[src/rtl/vwb_pkg.sv]
package vwb_pkg;
  localparam logic [7:0] IDX_EXT   = 8'h06;
  localparam logic [7:0] IDX_CTRL  = 8'hE0;
  localparam logic [7:0] IDX_WBANK = 8'hE8;
  localparam logic [7:0] IDX_RBANK = 8'hE9;
  localparam logic [7:0] CODE_ON   = 8'hEA;
  localparam logic [7:0] CODE_OFF  = 8'hAE;
  localparam int         SPLIT_BIT = 7;
  localparam int         HIBANK_BIT = 5;
endpackage

[src/rtl/vwb_regs.sv]
module vwb_regs
  import vwb_pkg::*;
#(
  parameter int DW = 8
) (
  input  logic          clk,
  input  logic          rst_n,
  input  logic          reg_sel,
  input  logic          reg_wr,
  input  logic [DW-1:0] reg_wdata,
  output logic [DW-1:0] reg_rdata,
  input  logic          misc_wr,
  input  logic [DW-1:0] misc_wdata,
  output logic [DW-1:0] misc_q,
  output logic [DW-1:0] idx_q,
  output logic          ext_en_q,
  output logic [DW-1:0] ctrl_q,
  output logic [DW-1:0] wbank_q,
  output logic [DW-1:0] rbank_q
);
  logic          data_wr, idx_wr, ext_hit;
  logic          ext_en_d;
  logic [DW-1:0] idx_d, ctrl_d, wbank_d, rbank_d, misc_d;

  assign data_wr = reg_wr & reg_sel;
  assign idx_wr  = reg_wr & ~reg_sel;
  assign ext_hit = data_wr & (idx_q == IDX_EXT);

  always_comb begin
    idx_d    = idx_wr  ? reg_wdata  : idx_q;
    misc_d   = misc_wr ? misc_wdata : misc_q;
    ext_en_d = ext_en_q;
    if (ext_hit && reg_wdata == CODE_ON)  ext_en_d = 1'b1;
    if (ext_hit && reg_wdata == CODE_OFF) ext_en_d = 1'b0;
    ctrl_d  = ctrl_q;
    wbank_d = wbank_q;
    rbank_d = rbank_q;
    if (data_wr && ext_en_q) begin
      unique case (idx_q)
        IDX_CTRL:  ctrl_d  = reg_wdata;
        IDX_WBANK: wbank_d = reg_wdata;
        IDX_RBANK: rbank_d = reg_wdata;
        default: ;
      endcase
    end
  end

  always_ff @(posedge clk or negedge rst_n) begin
    if (!rst_n) begin
      idx_q    <= '0;
      misc_q   <= '0;
      ext_en_q <= 1'b0;
      ctrl_q   <= '0;
      wbank_q  <= '0;
      rbank_q  <= '0;
    end else begin
      idx_q    <= idx_d;
      misc_q   <= misc_d;
      ext_en_q <= ext_en_d;
      ctrl_q   <= ctrl_d;
      wbank_q  <= wbank_d;
      rbank_q  <= rbank_d;
    end
  end

  always_comb begin
    reg_rdata = '0;
    if (!reg_sel) begin
      reg_rdata = idx_q;
    end else begin
      unique case (idx_q)
        IDX_EXT:   reg_rdata = {{(DW-1){1'b0}}, ext_en_q};
        IDX_CTRL:  reg_rdata = ext_en_q ? ctrl_q  : '0;
        IDX_WBANK: reg_rdata = ext_en_q ? wbank_q : '0;
        IDX_RBANK: reg_rdata = ext_en_q ? rbank_q : '0;
        default:   reg_rdata = '0;
      endcase
    end
  end
endmodule

[src/rtl/vwb_addr.sv]
module vwb_addr #(
  parameter int AW = 20,
  parameter int OW = 16,
  parameter int BW = 8,
  parameter int SHIFT_PACKED = 12,
  parameter int SHIFT_PLANAR = 10
) (
  input  logic [BW-1:0] wbank,
  input  logic [BW-1:0] rbank,
  input  logic          bank_hi,
  input  logic          split_en,
  input  logic          cpu_we,
  input  logic          planar_mode,
  input  logic [OW-1:0] cpu_off,
  output logic [AW-1:0] mem_addr
);
  localparam int FBW = BW + 1;

  logic          use_rbank;
  logic [FBW-1:0] bank_full;
  logic [AW-1:0]  bank_wide, base;

  assign use_rbank = split_en & ~cpu_we;
  assign bank_full = {bank_hi, (use_rbank ? rbank : wbank)};
  assign bank_wide = AW'(bank_full);
  assign base      = planar_mode ? (bank_wide << SHIFT_PLANAR)
                                 : (bank_wide << SHIFT_PACKED);
  assign mem_addr  = base + AW'(cpu_off);
endmodule

[src/rtl/vwb_top.sv]
module vwb_top
  import vwb_pkg::*;
#(
  parameter int AW = 20,
  parameter int OW = 16,
  parameter int DW = 8,
  parameter int SHIFT_PACKED = 12,
  parameter int SHIFT_PLANAR = 10
) (
  input  logic          clk,
  input  logic          rst_n,
  input  logic          reg_sel,
  input  logic          reg_wr,
  input  logic [DW-1:0] reg_wdata,
  output logic [DW-1:0] reg_rdata,
  input  logic          misc_wr,
  input  logic [DW-1:0] misc_wdata,
  output logic [DW-1:0] misc_rdata,
  input  logic [OW-1:0] cpu_off,
  input  logic          cpu_we,
  input  logic          planar_mode,
  output logic [AW-1:0] mem_addr
);
  logic [DW-1:0] misc_q, idx_q, ctrl_q, wbank_q, rbank_q;
  logic          ext_en_q;

  vwb_regs #(.DW(DW)) u_regs (
    .clk        (clk),
    .rst_n      (rst_n),
    .reg_sel    (reg_sel),
    .reg_wr     (reg_wr),
    .reg_wdata  (reg_wdata),
    .reg_rdata  (reg_rdata),
    .misc_wr    (misc_wr),
    .misc_wdata (misc_wdata),
    .misc_q     (misc_q),
    .idx_q      (idx_q),
    .ext_en_q   (ext_en_q),
    .ctrl_q     (ctrl_q),
    .wbank_q    (wbank_q),
    .rbank_q    (rbank_q)
  );

  vwb_addr #(
    .AW(AW), .OW(OW), .BW(DW),
    .SHIFT_PACKED(SHIFT_PACKED), .SHIFT_PLANAR(SHIFT_PLANAR)
  ) u_addr (
    .wbank       (wbank_q),
    .rbank       (rbank_q),
    .bank_hi     (misc_q[HIBANK_BIT]),
    .split_en    (ctrl_q[SPLIT_BIT]),
    .cpu_we      (cpu_we),
    .planar_mode (planar_mode),
    .cpu_off     (cpu_off),
    .mem_addr    (mem_addr)
  );

  assign misc_rdata = misc_q;
endmodule

[config.mk]
export PLATFORM = sky130hd
export DESIGN_NAME = vwb_top
export DESIGN_NICKNAME = d
export VERILOG_FILES = /design/src/rtl/vwb_pkg.sv /design/src/rtl/vwb_regs.sv /design/src/rtl/vwb_addr.sv /design/src/rtl/vwb_top.sv
export SDC_FILE = /design/constraint.sdc
export NUM_CORES = 1
export LEC_CHECK = 0
export ABC_CLOCK_PERIOD_IN_PS = 3990
export BUFFER_PORTS_ARGS = -buffer_cell sky130_fd_sc_hd__clkbuf_2
export CAP_MARGIN = 20
export CORE_MARGIN = 8
export CORE_UTILIZATION = 52
export DETAILED_ROUTE_END_ITERATION = 8
export PLACE_DENSITY = 0.9
export SLEW_MARGIN = 15
export SYNTH_ARGS = -nofsm -noshare
export SYNTH_HDL_FRONTEND = slang
export SYNTH_SLANG_ARGS = --single-unit
[constraint.sdc]
create_clock -name clk -period 3.99 [get_ports clk]
set_input_delay 0.798 -clock clk [delete_from_list [all_inputs] [get_ports clk]]
set_output_delay 0.798 -clock clk [all_outputs]
set_load 0.02 [all_outputs]
# After elaboration in Yosys (flattened, before gate mapping)
# Index checks and enable logic that the tools add are counted.
# classes
div_mod_pow	0
eq_ne	6
mul	0
bitwise	6
add_sub_neg	1
n_lt_le_gt_ge	0
shift	0
muxes	9
reduce_logical	7
# ops
op	count
== test 8 bit (second input constant)	5
2-to-1 mux 8 bit	5
one-hot mux 8 bit (4 select lines)	1
adder 20 x 16 -> 20 bit	1
2-to-1 mux 20 bit	1
== test 8 x 3 -> 1 bit (second input constant)	1
AND reduction 2 bit	3
AND 1 bit	4
logical AND 1 bit	3
2-to-1 mux 1 bit	2
inverter 1 bit	2
nonzero test 2 bit	1
# totals
latch_bits	0
memories	0
wordCells	35
ram_bits	0
romBits	0
register_bits	41

# Depth between registers and ports, before layout
# depth
word_depth	5
depth_mapped	12

# By module
# Synthesis repeated with hierarchy kept, for this count alone.
# unflattened
hier_cells	226
hier_area_um2	2595.0
# modules_own_cells
module	instances	area_each_um2	cells_each
vwb_regs	1	1993.2	155
vwb_addr	1	601.8	71

# Worst setup path after synthesis
# No wires, ideal clock.
# synth_path
path_type	in2out
start	input port cpu_we
end	output port mem_addr[15]
stages	10
path_slack_ps	264
t_arrival_ps	2928
path_buffers	1
path_cell_list	nor2b_4 buf_12 mux2i_1 nand2b_1 inv_1 ha_1 a211oi_1 nor2_1 o31ai_1 a21boi_0
# synth_via
elab_chain_len	5
# synth_rtl
item	line	source
from (decl)	vwb_top.sv:20	input logic cpu_we,
inverter 1 bit	vwb_addr.sv:23	assign use_rbank = split_en & ~cpu_we;
AND 1 bit	vwb_addr.sv:23	
2-to-1 mux 8 bit	vwb_addr.sv:24	assign bank_full = {bank_hi, (use_rbank ? rbank : wbank)};
2-to-1 mux 20 bit	vwb_addr.sv:26	assign base = planar_mode ? (bank_wide << SHIFT_PLANAR)
adder 20 x 16 -> 20 bit	vwb_addr.sv:28	assign mem_addr = base + AW'(cpu_off);
to (decl)	vwb_top.sv:22	output logic [AW-1:0] mem_addr
# Every way passes these cells.

# Worst setup path after layout
# layout_path
start	input port cpu_we
end	output port mem_addr[17]
# Same word-level chain as after synthesis.

==> results by group <==
Run status
  – Status: completed

Synth
  – XOR/XNOR Fraction of Synth Area: 1.75%
  – Synth Area in Compound Gates: 11.0%
  – Number of synthesized register bits: 41
  – Syn Nets: 278
  – Post-synth EDFFs: 0
  – Post-Syn Area: 2500 µm²
  – Syn Area/Cell: 10.8 µm²
  – Asr flop ratio synth: 100%
  – Synth Area in Simple Gates: 9.76%
  – Multiplexer share of the synthesized area: 24.7%
  – Cells after Synth: 232
  – Adder-cell share of the synthesized area: 3.80%
  – Distinct cells, synth: 45
  – Synth warn: 0
  – Main flop type after synthesis: dfrtp_1
  – Largest family of logic cells by synthesized area: multiplexers
  – Seq/Total Area, Yosys: 41.0%

Drt
  – DRC violations left: 0
  – Final ANT Viol Nets: 0
  – Total number of vias: 1905
  – Initial DRC count: 168
  – Wire per inst: 17.2 µm
  – Vias per cell: 5.72
  – WL final: 5730 µm
  – Router iterations before antenna repair: 5

Final layout
  – Most frequent cells in the layout: clkbuf_2 (54), dfrtp_1 (41), mux2_2 (32)
  – Layout cells sized above 1: 39.8%
  – Final Instance Area: 2860 µm²
  – Number of diodes: 0
  – Most common cell after layout, fill and taps aside: clkbuf_2
  – Area Overhead vs Synth: 14.4%
  – Nets: 324
  – Final Util: 61.0%

CTS
  – CTS H-tree depth: 2
  – CTS tree: built
  – Clock-pin slew on the worst setup and hold paths: 80 ps
  – CTS Buf Count: 5
  – Max Root-Sink Buffers: 2
  – # clock sinks: 41
  – Root Driver: clkbuf_8
  – Worst-skew pair later-pin latency: 300 ps

STA
  – Fin Clk Skew: 5.70 ps
  – Min cycle time layout: 3850 ps
  – Hold violation count in the final report: 0
  – Fin crit share: 96.5%
  – Min Hold Slack: 370 ps
  – F_max: 0.260 GHz
  – Slew Viols, Final: 0
  – Setup Viol. Count Final: 0
  – Worst Max-Slew Pin Slew: 949 ps
  – Max transition margin: 36.6%
  – RSZ-0062 raised after global routing: true

Job
  – Max-cap violations: 0

GRT
  – Tot GR Track Use: 16.0%
  – Largest net degree at the start of global routing: 42
  – Vias in the first global route: 1904
  – Antenna violations before repair: 0
  – Overflow left after global routing: 0
  – First-pass GRT wire length: 9340 µm

Worst setup path
  – Most common cell on crit path: clkbuf_2
  – Critical Path RT: 3190 ps
  – Reg2Reg Depth: 5
  – Slowest stage delay, CP: 290 ps
  – CP endpoint kind: output pin
  – Cells along the critical path: clkbuf_2 > nor2b_4 > mux2i_2 > nand2b_1 > inv_1 > ha_1 > a211oi_1 > nor2_2 > o31ai_2 > a21bo_1 > xnor2_1 > clkbuf_2
  – CP Data Arrival Time: 3050 ps
  – Max FO, Critical Path: 6
  – Startpoint types: input pin
  – Slowest CP cell: mux2i_2
  – Worst Setup Path Type: in -> out

Worst hold path
  – Tightest Hold Check Type: in -> async

Die
  – Die Y-Extent: 85.3 µm
  – Die Wd: 85.3 µm
  – Number of I/O pins: 75
  – Die area: 7280 µm²
  – Initial Util: 53.3%
  – Cell Rows: 25
  – Core Region: 4690 µm²

Power
  – Logic pwr share: 18.6%
  – Psw: 0.000274 W
  – PnR Total Power: 0.000946 W
  – Seq pwr share: 49.9%
  – Pwr Density: 331 nW/µm²
  – Maximum vdd drop: 0.226 mV
  – Cell-internal power: 0.000672 W
  – Leakage power: 1.42 nW
  – Clock power frac: 31.6%
  – Switching Fraction: 29.0%

Placed design
  – GP Congestion: 0.854
  – Port-buffer cells: 54
  – HPWL Detailed: 4230 µm
  – DP Area: 2700 µm²
==> power by group through the flow <==
| stage | registers [W] | logic (W) | clock network (W) |
|---|---|---|---|
| final | 0.000472 | 0.000176 | 0.000299 |
| after global routing | 0.000476 | 0.000192 | 0.000323 |
| after CTS | 0.000471 | 0.000172 | 0.000304 |
| after detailed placement | 0.000479 | 0.000171 | 0 |
| after global placement | 0.000478 | 0.000167 | 0 |
| after floorplan | 0.000474 | 0.000125 | 0 |
==> worst paths after layout <==
kind | start | end | slack, ps
setup reg to reg | u_regs.idx_q[4] | u_regs.wbank_q[4] | 1980
min in group clk | u_regs.ctrl_q[4] | u_regs.ctrl_q[4] | 520
max in group asynchronous | rst_n | u_regs.misc_q[0] | 3160
setup / recovery | cpu_we | mem_addr[17] | 140
hold / removal | rst_n | u_regs.idx_q[2] | 370
hold reg to reg | u_regs.ctrl_q[4] | u_regs.ctrl_q[4] | 520
==> area by class of cell <==
type	instances	area [µm²]
clock buffer	7	96.3
clock inverter	1	5.00
fill	373	1830
inverter	14	52.6
multi-input combinational	156	1280
sequential	41	1030
tap	54	67.6
timing repair buffer	60	328
==> timing repair <==
item | CTS | global route
resized for setup | 0 | 4
hold buffers | 0 | 0
setup endpoints to repair | 0 | 5
setup buffers | 0 | 4
==> registers in the layout, summed over array words and instances (netlist names) <==
register,cells
u_regs.ctrl_q,8
u_regs.idx_q,8
u_regs.misc_q,8
u_regs.rbank_q,8
u_regs.wbank_q,8
u_regs.ext_en_q,1
==> logic make-up (layout without fill, tap and decap cells) <==
logic type               count (synthesis)  after routing
AND/OR/NAND/NOR                         44             44
adder cells (fa/ha/maj)                  7              7
buffers and inverters                   35             82
AO/OA/AOI/OAI                           45             45
flip-flops                              41             41
multiplexers                            55             55
XOR/XNOR                                 5              5
==> through the flow <==
step	setup slack (ps)	setup TNS, ps	instances
2_1_floorplan	264	0	232
3_3_place_gp	116	0	320
3_5_place_dp	46.7	0	320
4_1_cts	36.5	0	328
5_1_grt	-46.6	-89.3	333
6_report	139	0	333
==> Yosys cell counts (2+ instances only) <==
master / number / share of area, %
nand2_1: 12 / 1.8
a21boi_0: 2 / 0.60
nand4b_1: 2 / 0.70
dfrtp_1: 41 / 41
o22ai_1: 8 / 2.0
a211oi_1: 2 / 0.60
nor2b_1: 3 / 0.75
xor2_1: 2 / 0.70
xnor2_1: 3 / 1.1
mux2_2: 32 / 14
mux4_2: 2 / 1.8
buf_4: 13 / 3.9
buf_2: 2 / 0.40
nand2b_1: 2 / 0.50
a21oi_1: 10 / 2.0
clkbuf_1: 4 / 0.60
inv_1: 14 / 2.1
ha_1: 6 / 3.0
o21ai_0: 13 / 2.6
o21a_1: 2 / 0.60
nor2_1: 13 / 2.0
mux2i_1: 20 / 8.0
o21ai_1: 2 / 0.40
==> per-layer routing <==
layer | track usage [%] | vias up | wire length [µm]
met3 | 4.63 | 12 | 351
met4 | 6.21 | 0 | 117
met2 | 25.4 | 58 | 2740
met1 | 20.0 | 924 | 2520
met5 | 0 | - | 0
li1 | - | 911 | -
==> worst max-delay path, delay by kind of cell <==
| family | cells | cell delay [ps] |
|---|---|---|
| AOI/OAI and AO/OA | 3 | 730 |
| xor gates and xnor gates | 1 | 110 |
| adders and majority gates | 1 | 280 |
| buffers and inverters | 3 | 340 |
| muxes | 1 | 290 |
| and+or+nand+nor | 3 | 510 |
Note: power is estimated with default switching activity, not from simulation.
